## src/rtl/wrr_pkg.sv

```systemverilog
package wrr_pkg;

    localparam int ROUNDS  = 8;
    localparam int ROUND_W = $clog2(ROUNDS);
    localparam int CODE_W  = 4;
    localparam logic [CODE_W-1:0] CODE_STRICT = 4'd9;

    typedef logic [ROUNDS-1:0] rmask_t;

    typedef enum logic {
        CFG_IDLE,
        CFG_CHECK
    } cfg_state_e;

    typedef enum logic [1:0] {
        PICK_NONE,
        PICK_STATIC,
        PICK_SAME,
        PICK_NEXT
    } pick_e;

    // Round-enable pattern per weight; bits spaced to avoid clumping.
    function automatic rmask_t weight_mask(input logic [CODE_W-1:0] code);
        rmask_t m;
        case (code)
            4'd0:    m = 8'h00;
            4'd1:    m = 8'h01;
            4'd2:    m = 8'h11;
            4'd3:    m = 8'h49;
            4'd4:    m = 8'h55;
            4'd5:    m = 8'h57;
            4'd6:    m = 8'h77;
            4'd7:    m = 8'h7F;
            default: m = 8'hFF;
        endcase
        return m;
    endfunction

endpackage

```

## src/rtl/wrr_cfg_table.sv

```systemverilog
module wrr_cfg_table
    import wrr_pkg::*;
#(
    parameter int NQ = 8,
    parameter int QW = $clog2(NQ),
    parameter int CW = $clog2(NQ + 1)
) (
    input  logic                          clk,
    input  logic                          rst_n,
    input  logic                          wr_en,
    input  logic [QW-1:0]                 wr_idx,
    input  logic [CODE_W-1:0]             wr_code,
    input  logic                          commit,
    input  logic [CW-1:0]                 commit_cnt,
    output logic [NQ-1:0][ROUNDS-1:0]     act_mask,
    output logic [NQ-1:0]                 act_static,
    output logic [NQ-1:0]                 act_attached,
    output logic [CW-1:0]                 act_cnt,
    output logic                          cfg_err,
    output logic                          apply
);

    cfg_state_e                 state_q, state_d;
    logic [NQ-1:0][CODE_W-1:0]  shadow_code;
    logic [CW-1:0]              pend_cnt;

    logic [NQ-1:0]              att_c;
    logic [NQ-1:0]              stat_c;
    logic [NQ-1:0][ROUNDS-1:0]  msk_c;
    logic                       bad_code_c;
    logic                       prefix_ok_c;
    logic                       cnt_ok_c;
    logic                       valid_c;

    // State register
    always_ff @(posedge clk) begin
        if (!rst_n) state_q <= CFG_IDLE;
        else        state_q <= state_d;
    end

    // Transitions
    always_comb begin
        state_d = state_q;
        unique case (state_q)
            CFG_IDLE:  if (commit) state_d = CFG_CHECK;
            CFG_CHECK: state_d = CFG_IDLE;
        endcase
    end

    // Shadow table and pending count
    always_ff @(posedge clk) begin
        if (!rst_n) begin
            shadow_code <= '0;
            pend_cnt    <= '0;
        end else begin
            if (wr_en) shadow_code[wr_idx] <= wr_code;
            if (state_q == CFG_IDLE && commit) pend_cnt <= commit_cnt;
        end
    end

    // Validation of the shadow table against the pending count
    always_comb begin
        bad_code_c = 1'b0;
        for (int q = 0; q < NQ; q++) begin
            att_c[q]  = (CW'(q) < pend_cnt);
            stat_c[q] = att_c[q] && (shadow_code[q] == CODE_STRICT);
            msk_c[q]  = att_c[q] ? weight_mask(shadow_code[q]) : '0;
            if (att_c[q] && (shadow_code[q] > CODE_STRICT)) bad_code_c = 1'b1;
        end
        prefix_ok_c = ((stat_c & (stat_c + NQ'(1))) == '0);
        cnt_ok_c    = (pend_cnt != '0) && (pend_cnt <= CW'(NQ));
        valid_c     = !bad_code_c && prefix_ok_c && cnt_ok_c;
    end

    assign apply = (state_q == CFG_CHECK) && valid_c;

    // Active table and error flag
    always_ff @(posedge clk) begin
        if (!rst_n) begin
            act_mask     <= '0;
            act_static   <= '0;
            act_attached <= '0;
            act_cnt      <= '0;
            cfg_err      <= 1'b0;
        end else if (state_q == CFG_CHECK) begin
            if (valid_c) begin
                act_mask     <= msk_c;
                act_static   <= stat_c;
                act_attached <= att_c;
                act_cnt      <= pend_cnt;
                cfg_err      <= 1'b0;
            end else begin
                cfg_err      <= 1'b1;
            end
        end
    end

endmodule

```

## src/rtl/wrr_round_pick.sv

```systemverilog
module wrr_round_pick
    import wrr_pkg::*;
#(
    parameter int NQ = 8,
    parameter int QW = $clog2(NQ)
) (
    input  logic                      clk,
    input  logic                      rst_n,
    input  logic                      restart,
    input  logic                      take,
    input  logic [NQ-1:0]             nonempty,
    input  logic [NQ-1:0][ROUNDS-1:0] act_mask,
    input  logic [NQ-1:0]             act_static,
    input  logic [NQ-1:0]             act_attached,
    output logic                      gnt_vld,
    output logic [QW-1:0]             gnt_idx,
    output logic [ROUND_W-1:0]        round_sel,
    output pick_e                     kind
);

    logic [ROUND_W-1:0]           round_q;
    logic [NQ-1:0]                served_q;
    logic [QW-1:0]                last_q;

    logic [NQ-1:0]                stat_req;
    logic [ROUNDS-1:0][NQ-1:0]    elig;
    logic [NQ-1:0]                remain;
    logic                         nr_found;
    logic [ROUND_W-1:0]           nr_round;
    logic [ROUND_W-1:0]           rr;
    logic [QW-1:0]                stat_idx;

    // First set bit strictly after 'from', wrapping.
    function automatic logic [QW-1:0] first_after(input logic [NQ-1:0] v,
                                                  input logic [QW-1:0] from);
        logic [QW-1:0] res;
        logic          hit;
        res = '0;
        hit = 1'b0;
        for (int k = 1; k <= NQ; k++) begin
            int j;
            j = (int'(from) + k) % NQ;
            if (!hit && v[j]) begin
                res = QW'(j);
                hit = 1'b1;
            end
        end
        return res;
    endfunction

    always_comb begin
        stat_req = nonempty & act_static & act_attached;
        for (int r = 0; r < ROUNDS; r++) begin
            for (int q = 0; q < NQ; q++) begin
                elig[r][q] = nonempty[q] && act_attached[q] && !act_static[q]
                             && act_mask[q][r];
            end
        end
        remain = elig[round_q] & ~served_q;

        stat_idx = '0;
        for (int q = NQ - 1; q >= 0; q--) begin
            if (stat_req[q]) stat_idx = QW'(q);
        end

        // Nearest later round with work; k = ROUNDS revisits the current round.
        nr_found = 1'b0;
        nr_round = round_q;
        rr       = round_q;
        for (int k = ROUNDS; k >= 1; k--) begin
            rr = round_q + ROUND_W'(k);
            if (|elig[rr]) begin
                nr_found = 1'b1;
                nr_round = rr;
            end
        end
    end

    // Decision
    always_comb begin
        kind      = PICK_NONE;
        gnt_idx   = '0;
        round_sel = round_q;
        if (|stat_req) begin
            kind    = PICK_STATIC;
            gnt_idx = stat_idx;
        end else if (|remain) begin
            kind    = PICK_SAME;
            gnt_idx = first_after(remain, last_q);
        end else if (nr_found) begin
            kind      = PICK_NEXT;
            gnt_idx   = first_after(elig[nr_round], last_q);
            round_sel = nr_round;
        end
        gnt_vld = take && (kind != PICK_NONE);
    end

    // Round state
    always_ff @(posedge clk) begin
        if (!rst_n || restart) begin
            round_q  <= '0;
            served_q <= '0;
            last_q   <= QW'(NQ - 1);
        end else if (gnt_vld) begin
            unique case (kind)
                PICK_SAME: begin
                    served_q[gnt_idx] <= 1'b1;
                    last_q            <= gnt_idx;
                end
                PICK_NEXT: begin
                    round_q  <= nr_round;
                    served_q <= '0;
                    served_q[gnt_idx] <= 1'b1;
                    last_q   <= gnt_idx;
                end
                PICK_STATIC, PICK_NONE: ;
            endcase
        end
    end

endmodule

```

## src/rtl/wrr_sched.sv

```systemverilog
module wrr_sched
    import wrr_pkg::*;
#(
    parameter int NQ = 8,
    parameter int QW = $clog2(NQ),
    parameter int CW = $clog2(NQ + 1)
) (
    input  logic               clk,
    input  logic               rst_n,
    input  logic               cfg_we,
    input  logic [QW-1:0]      cfg_qsel,
    input  logic [CODE_W-1:0]  cfg_code,
    input  logic               cfg_commit,
    input  logic [CW-1:0]      cfg_count,
    output logic               cfg_err,
    input  logic [NQ-1:0]      q_nonempty,
    input  logic               out_ready,
    output logic               gnt_vld,
    output logic [NQ-1:0]      gnt_oh,
    output logic [QW-1:0]      gnt_idx,
    output logic               gnt_static,
    output logic               gnt_tail,
    output logic [ROUND_W-1:0] gnt_round
);

    logic [NQ-1:0][ROUNDS-1:0] act_mask;
    logic [NQ-1:0]             act_static;
    logic [NQ-1:0]             act_attached;
    logic [CW-1:0]             act_cnt;
    logic                      apply;
    pick_e                     kind;

    wrr_cfg_table #(.NQ(NQ), .QW(QW), .CW(CW)) u_cfg (
        .clk          (clk),
        .rst_n        (rst_n),
        .wr_en        (cfg_we),
        .wr_idx       (cfg_qsel),
        .wr_code      (cfg_code),
        .commit       (cfg_commit),
        .commit_cnt   (cfg_count),
        .act_mask     (act_mask),
        .act_static   (act_static),
        .act_attached (act_attached),
        .act_cnt      (act_cnt),
        .cfg_err      (cfg_err),
        .apply        (apply)
    );

    wrr_round_pick #(.NQ(NQ), .QW(QW)) u_pick (
        .clk          (clk),
        .rst_n        (rst_n),
        .restart      (apply),
        .take         (out_ready),
        .nonempty     (q_nonempty),
        .act_mask     (act_mask),
        .act_static   (act_static),
        .act_attached (act_attached),
        .gnt_vld      (gnt_vld),
        .gnt_idx      (gnt_idx),
        .round_sel    (gnt_round),
        .kind         (kind)
    );

    // Grant decoration
    always_comb begin
        gnt_oh     = '0;
        gnt_static = 1'b0;
        gnt_tail   = 1'b0;
        if (gnt_vld) begin
            gnt_oh[gnt_idx] = 1'b1;
            gnt_static      = (kind == PICK_STATIC);
            gnt_tail        = ((CW'(gnt_idx) + CW'(1)) == act_cnt);
        end
    end

endmodule

```

## config.mk

```make
export PLATFORM = sky130hd
export DESIGN_NAME = wrr_sched
export DESIGN_NICKNAME = d
export VERILOG_FILES = /design/src/rtl/wrr_pkg.sv /design/src/rtl/wrr_cfg_table.sv /design/src/rtl/wrr_round_pick.sv /design/src/rtl/wrr_sched.sv
export SDC_FILE = /design/constraint.sdc
export NUM_CORES = 1
export LEC_CHECK = 0
export ABC_CLOCK_PERIOD_IN_PS = 9400
export BUFFER_PORTS_ARGS = -buffer_cell sky130_fd_sc_hd__buf_2
export CAP_MARGIN = 10
export CORE_MARGIN = 4
export CORE_UTILIZATION = 45
export DETAILED_ROUTE_END_ITERATION = 10
export PLACE_DENSITY = 0.65
export SYNTH_ARGS = -nofsm -noshare
export SYNTH_HDL_FRONTEND = slang
export SYNTH_SLANG_ARGS = --single-unit
```

## constraint.sdc

```tcl
create_clock -name clk -period 9.4 [get_ports clk]
set_clock_uncertainty 0.2 [all_clocks]
set_input_delay 0.94 -clock clk [delete_from_list [all_inputs] [get_ports clk]]
set_output_delay 0.94 -clock clk [all_outputs]
set_load 0.05 [all_outputs]
```

==> results of run 1 <==
==> layer usage <==
layer / GRT usage, % / vias to the layer above / part of all wire (%)
met3: 4.23 / 87 / 6.2
met1: 38.0 / 5314 / 45
met5: 0 / - / 0
met4: 9.62 / 0 / 3.7
met2: 43.1 / 457 / 45
li1: - / 5363 / -
==> Yosys cell counts, drive strengths merged, types with 13 or more instances <==
master / n / area, um2
a21oi: 32 / 171
nor2: 152 / 573
o21ai: 111 / 556
mux2i: 118 / 1180
nand2b: 36 / 225
nand2: 173 / 659
o211ai: 13 / 103
inv: 60 / 225
mux2: 14 / 161
clkbuf: 62 / 233
o22ai: 35 / 219
and2: 24 / 153
nor2b: 43 / 269
a211oi: 15 / 123
nand3: 44 / 220
buf: 27 / 176
nor3: 48 / 245
nand4: 13 / 87.6
dfxtp: 191 / 3820
mux4: 13 / 297
==> cells by family (layout without fill, tap and decap cells) <==
group | Yosys count | count (layout) | synth area share, %
compound gates | 348 | 348 | 20.7
xor+xnor | 12 | 12 | 0.890
fa+ha+maj | 5 | 5 | 0.530
buf+inv | 151 | 180 | 5.44
flops | 191 | 191 | 32.4
mux | 145 | 145 | 13.9
simple gates | 614 | 614 | 26.1
==> power breakdown <==
part	leakage (nW)	switching, mW	internal (mW)
clock network	0.287	0.374	0.365
logic	3.26	2.19	1.12
registers	1.54	0.0510	0.838
total	5.09	2.61	2.32
==> worst paths after layout <==
path                 startpoint                  to  slack (ns)  depth (start not counted)
max               q_nonempty[0]            gnt_tail        0.33                         26
min          u_pick.served_q[7]  u_pick.served_q[7]        0.25                          2
max reg2reg   u_pick.round_q[0]  u_pick.served_q[4]        2.49                         22
min reg2reg  u_pick.served_q[7]  u_pick.served_q[7]        0.25                          2
==> what timing repair did <==
action / CTS / global route
setup buffers: 0 / 3
endpoints found under the setup margin: 0 / 1
gates resized for setup: 0 / 11
==> worst register-to-register path, stage by stage, from the launching register on <==
cell,delay [ns]
sky130_fd_sc_hd__dfxtp_2,0.62
sky130_fd_sc_hd__inv_2,0.24
sky130_fd_sc_hd__ha_1,0.36
sky130_fd_sc_hd__inv_1,0.15
sky130_fd_sc_hd__a31oi_1,0.20
sky130_fd_sc_hd__o21ai_0,0.34
sky130_fd_sc_hd__a211o_1,0.42
sky130_fd_sc_hd__and2_1,0.20
sky130_fd_sc_hd__a21o_1,0.22
sky130_fd_sc_hd__or3_1,0.42
sky130_fd_sc_hd__buf_4,0.23
sky130_fd_sc_hd__nand2_1,0.23
sky130_fd_sc_hd__nand3_1,0.10
sky130_fd_sc_hd__a41o_1,0.36
sky130_fd_sc_hd__mux4_2,0.52
sky130_fd_sc_hd__a211o_1,0.42
sky130_fd_sc_hd__a2111oi_4,0.42
sky130_fd_sc_hd__nand4_2,0.21
sky130_fd_sc_hd__nor3b_2,0.23
sky130_fd_sc_hd__a21oi_4,0.16
sky130_fd_sc_hd__buf_4,0.19
sky130_fd_sc_hd__nor2_2,0.09
sky130_fd_sc_hd__a32o_1,0.26
==> cell type report <==
class | instances | area, um2 | share of cell area [%]
Sequential cell | 191 | 3820 | 29.3
Clock buffer | 18 | 439 | 3.37
Timing Repair Buffer | 86 | 558 | 4.28
Multi-Input combinational cell | 1124 | 7410 | 56.8
Inverter | 62 | 233 | 1.78
Clock inverter | 14 | 165 | 1.27
Tap cell | 335 | 419 | 3.21
==> qor.tcl, run 1 <==
set qor(clk_pin_slew_ns) 0.07
set qor(cp-end-kind) {output port}
set qor(grt_usage_pct) 27.3
set qor(maxSlewHeadroom_pct) 25.5
set qor(area_delta_synth_final_pct) 10.5
set qor(critical-path-top-cell-by-count) {sky130_fd_sc_hd__a211o_1}
set qor(timing_worst_slew_pin_value_ns) 1.11
set qor(postSynthNetCount) 1495
set qor(postLayoutCoreUtil_pct) 50.4
set qor(cts_root_buf) {sky130_fd_sc_hd__clkbuf_16}
set qor(synth.ff_latch_count) 191
set qor(ys_seq_area_share_pct) 32.4
set qor(cts_tree) {built}
set qor(die_area_um2) 28900
set qor(tritoncts_num_sinks) 191
set qor(report.final.setup_viol) 0
set qor(cellLeakagePower_nw) 5.09
set qor(power_density_nw_per_um2) 378
set qor(finalHoldViolCount) 0
set qor(critPathMaxStageDelay_ns) 0.60
set qor(layout-drive-gt1-share_pct) 13.0
set qor(drtIter0Drc) 1329
set qor(synthesis.yosys.warnings) 0
set qor(cts_made_buffers) 17
set qor(period_needed_ns) 9.07
set qor(startpoint_type) {input port}
set qor(grt_pass1_vias) 10462
set qor(setup_total_negative_slack_ns) 0
set qor(run_status) {completed}
set qor(coreArea_um2) 25900
set qor(syn_area_um2) 11800
set qor(cts-root-to-sink-buffers) 2
set qor(drt-vias-per-instance) 6.13
set qor(worst-path-max-fanout) 12
set qor(yosys_most_used_dff) {sky130_fd_sc_hd__dfxtp_1}
set qor(rsz_0062_raised_after_global_routing) {false}
set qor(finalWirelength_um) 40000
set qor(dpl_worst_slack_ns) 0.271
set qor(cap_violations) 0
set qor(numPortBuffers) 41
set qor(detailed_placement_wirelength_estimate_um) 30600
set qor(setup_slack_ns) 0.329
set qor(fmax_mhz) 110
set qor(fin_hold_ws_ns) 0.249
set qor(via_count) 11221
set qor(wire_length_of_the_first_global_routing_pass_um) 61800
set qor(wl_per_cell_um) 21.8
set qor(ctsHoldBuffers) 0
set qor(number_of_antenna_violations_at_the_first_check_in_global_routing) 0
set qor(worst_skew_late_latency_ns) 0.45
set qor(cp_top_family) {compound AO/OA/AOI/OAI gates}
set qor(layout.cells.non_filler) 1830
set qor(syn_area_per_cell_um2) 8.05
set qor(async_reset_ff_share_pct) 0
set qor(report.final.slew_viol_count) 0
set qor(final_layout_net_count) 1511
set qor(routabilityCongestion) 0.984
set qor(ys_types) 100
set qor(dieWidth_um) 170
set qor(power_mw) 4.93
set qor(worst_path_max_delay_cell) {sky130_fd_sc_hd__a222oi_1}
set qor(diodes) 0
set qor(remaining_drc_errors) 0
set qor(dpl.cell_count) 1795
set qor(drt-pass1-iter-count) 9
set qor(postLayoutCellArea_um2) 13000
set qor(antenna_violating_nets_post_route) 0
set qor(worstPathArrival_ns) 7.93
set qor(final_cell_mix) {190 x sky130_fd_sc_hd__dfxtp_1, 169 x sky130_fd_sc_hd__nand2_1, 150 x sky130_fd_sc_hd__nor2_1}
set qor(grt_start_max_net_pins) 61
set qor(synth_enable_flop_cells) 0
set qor(mostFrequentLayoutCell) {sky130_fd_sc_hd__dfxtp_1}
set qor(worst_ir_drop_vdd_uv) 386
set qor(synthesis.instances) 1466
set qor(placement.cell_area_um2) 12400
set qor(rows) 59
set qor(overflow) 0
set qor(crit_type) {in -> out}
set qor(cp.buffers_inverters) 3
set qor(chipHeight_um) 170
set qor(num_io_pins) 42
set qor(fillers) 2535
set qor(worst_hold_path_type) {reg -> reg}
set qor(critical_path_required_ns) 8.26
set qor(cts_htree_levels) 4
set qor(period_share_pct) 96.5
set qor(initial_standard_cell_utilization_of_the_core_pct) 45.6
Power figures use the tool's default switching activity.
==> run 2, diff against run 1 <==
ABC_AREA = 1   (was default)
==> run 2 against run 1 <==
  * Register-to-register slack gained 0.42 ns
  * Non-clock buffer count shrank 37
  * Wire length grew 1.4%
  * Global-route usage grew 0.33 points
==> qor.tcl, run 2 <==
set qor(run_status) {completed}
set qor(number_of_antenna_violations_at_the_first_check_in_global_routing) 0
set qor(ctsHoldBuffers) 0
set qor(report.final.setup_viol) 0
set qor(drt-vias-per-instance) 5.58
set qor(synth_top_area_share_pct) 31.8
set qor(hold_path_end) {u_cfg.act_mask[41]}
set qor(syn_area_per_cell_um2) 6.12
set qor(worst_skew_late_latency_ns) 0.44
set qor(crit_type) {reg -> out}
set qor(antenna_violating_nets_post_route) 0
set qor(grt_pass1_vias) 11726
set qor(worst-path-max-fanout) 73
set qor(startpoint_type) {flop}
set qor(critical_path_required_ns) 8.26
set qor(maxSlewHeadroom_pct) 28.9
set qor(cts_htree_levels) 4
set qor(drtIter0Drc) 1261
set qor(most_frequent_cell_after_synthesis) {sky130_fd_sc_hd__nand2_1}
set qor(r2r-end) {u_pick.served_q[1]}
set qor(timing_worst_slew_pin_value_ns) 1.06
set qor(cap_violations) 0
set qor(synthesis.instances) 1965
set qor(cell_types_with_the_largest_area_share_after_synthesis) {sky130_fd_sc_hd__dfxtp_1 32%, sky130_fd_sc_hd__nand2_1 16%, sky130_fd_sc_hd__nand3_1 12%, sky130_fd_sc_hd__nor2_1 8.9%, sky130_fd_sc_hd__inv_1 5.2%}
set qor(finalWirelength_um) 40500
set qor(wire_length_of_the_first_global_routing_pass_um) 64200
set qor(yosys_most_used_dff) {sky130_fd_sc_hd__dfxtp_1}
set qor(grt_usage_pct) 27.6
set qor(final_cell_mix) {508 x sky130_fd_sc_hd__nand2_1, 291 x sky130_fd_sc_hd__nand3_1, 283 x sky130_fd_sc_hd__nor2_1}
set qor(area_delta_synth_final_pct) 7.47
set qor(worst_hold_path_type) {reg -> reg}
set qor(chipHeight_um) 171
set qor(timing.reg2reg.setup_slack_ns) 2.91
set qor(dieWidth_um) 171
set qor(fmax_mhz) 117
set qor(via_count) 12805
set qor(worst_path_max_delay_cell) {sky130_fd_sc_hd__inv_4}
set qor(rsz_0062_raised_after_global_routing) {false}
set qor(detailed_placement_wirelength_estimate_um) 31400
set qor(synth_enable_flop_cells) 0
set qor(num_io_pins) 42
set qor(cts_made_buffers) 17
set qor(coreArea_um2) 26200
set qor(report.final.slew_viol_count) 0
set qor(rr_worst_depth) 35
set qor(grt_start_max_net_pins) 80
set qor(routabilityCongestion) 0.993
set qor(synth.ff_latch_count) 191
set qor(drt-pass1-iter-count) 7
set qor(cts_root_buf) {sky130_fd_sc_hd__clkbuf_16}
set qor(synth.cells.most_frequent) {508 x sky130_fd_sc_hd__nand2_1, 291 x sky130_fd_sc_hd__nand3_1, 284 x sky130_fd_sc_hd__nor2_1, 191 x sky130_fd_sc_hd__dfxtp_1, 168 x sky130_fd_sc_hd__inv_1}
set qor(critPathMaxStageDelay_ns) 0.50
set qor(setup_total_negative_slack_ns) 0
set qor(layout-drive-gt1-share_pct) 7.50
set qor(critical_path.reg2reg.startpoint) {u_pick.round_q[0]}
set qor(cts-root-to-sink-buffers) 2
set qor(min_path_cells) 2
set qor(post_cts_resized) 0
set qor(synthesis.yosys.warnings) 0
set qor(final_layout_net_count) 1976
set qor(finalHoldViolCount) 0
set qor(mostFrequentLayoutCell) {sky130_fd_sc_hd__nand2_1}
set qor(worstPathArrival_ns) 7.44
set qor(wl_per_cell_um) 17.7
set qor(clk_pin_slew_ns) 0.09
set qor(diodes) 0
set qor(async_reset_ff_share_pct) 0
set qor(remaining_drc_errors) 0
set qor(die_area_um2) 29400
set qor(initial_standard_cell_utilization_of_the_core_pct) 45.9
set qor(period_needed_ns) 8.58
set qor(ys_types) 57
set qor(critical-path-top-cell-by-count) {sky130_fd_sc_hd__nand2_1}
set qor(period_share_pct) 91.3
set qor(ys_seq_area_share_pct) 31.8
set qor(synth_area_leader_cell) {sky130_fd_sc_hd__dfxtp_1}
set qor(overflow) 0
set qor(cts_tree) {built}
set qor(syn_area_um2) 12000
set qor(rows) 59
set qor(numPortBuffers) 41
set qor(postSynthNetCount) 1994
set qor(cts.repair_timing.setup_buffer_count) 0
set qor(cp-end-kind) {output port}
set qor(fillers) 2768
set qor(tritoncts_num_sinks) 191
-- run 2: cell families (layout without fill, tap and decap cells) --
family / count (synthesis) / count (layout) / share of synthesized area (%)
xor gates and xnor gates: 8 / 8 / 0.645
adders and majority gates: 5 / 5 / 0.520
AOI/OAI and AO/OA: 255 / 255 / 12.0
buffers and inverters: 268 / 263 / 9.28
and+or+nand+nor: 1230 / 1230 / 45.1
DFF: 191 / 191 / 31.8
muxes: 8 / 8 / 0.666
-- run 2: worst max path at each step --
| stage | startpoint | to | slack (ns) | cells past startpoint |
|---|---|---|---|---|
| 5_1_grt | u_pick.round_q[0] | gnt_tail | 0.01 | 41 |
| 4_1_cts | u_pick.round_q[0] | gnt_tail | 0.84 | 42 |
| 2_1_floorplan | u_pick.round_q[1] | gnt_oh[0] | 2.70 | 36 |
| 6_report | u_pick.round_q[0] | gnt_tail | 0.82 | 41 |
| 3_5_place_dp | u_pick.round_q[0] | gnt_tail | 1.33 | 42 |
| 3_3_place_gp | u_pick.round_q[0] | gnt_tail | 1.36 | 41 |
-- run 2: critical path: cells and delay by family, from the launching register on --
kind | cells | cell delay (ns)
compound gates | 1 | 0.50
fa+ha+maj | 2 | 0.75
xor+xnor | 1 | 0.14
simple gates | 30 | 3.22
flops | 1 | 0.34
buf+inv | 7 | 2.00
-- run 2: cell type report --
type                    instances  area [um2]  share of cell area (%)
clock buffers                  17         425                    3.29
clock inverters                15         213                    1.65
repair buffers                 49         265                    2.05
well taps                     335         419                    3.24
multi-input cells            1506        7090                    54.9
flip-flops and latches        191        3820                    29.6
inverters                     182         688                    5.32
-- run 2: routing by layer --
metal / up-vias / share of wire [%] / track usage, %
met3: 78 / 7.5 / 5.33
met4: 0 / 3.6 / 10.2
met2: 496 / 44 / 43.1
met5: - / 0 / 0
met1: 5784 / 45 / 38.0
li1: 6447 / - / -
-- run 2: per-stage QoR --
step	worst slack (ns)	area [um2]	utilization, %	hold WS (ns)	cells
2_1_floorplan	2.70	12000	-	0.213	1965
3_3_place_gp	1.36	12300	46.9	0.223	2263
3_5_place_dp	1.33	12300	46.9	0.228	2263
4_1_cts	0.836	12900	49.3	0.243	2295
5_1_grt	0.0117	12900	49.3	0.270	2295
6_report	0.822	12900	49.3	0.243	2295
Power of run 2 is left out: the tool's default activity adds up to more than one toggle a clock period on the data nets, which glitch-free logic cannot reach.
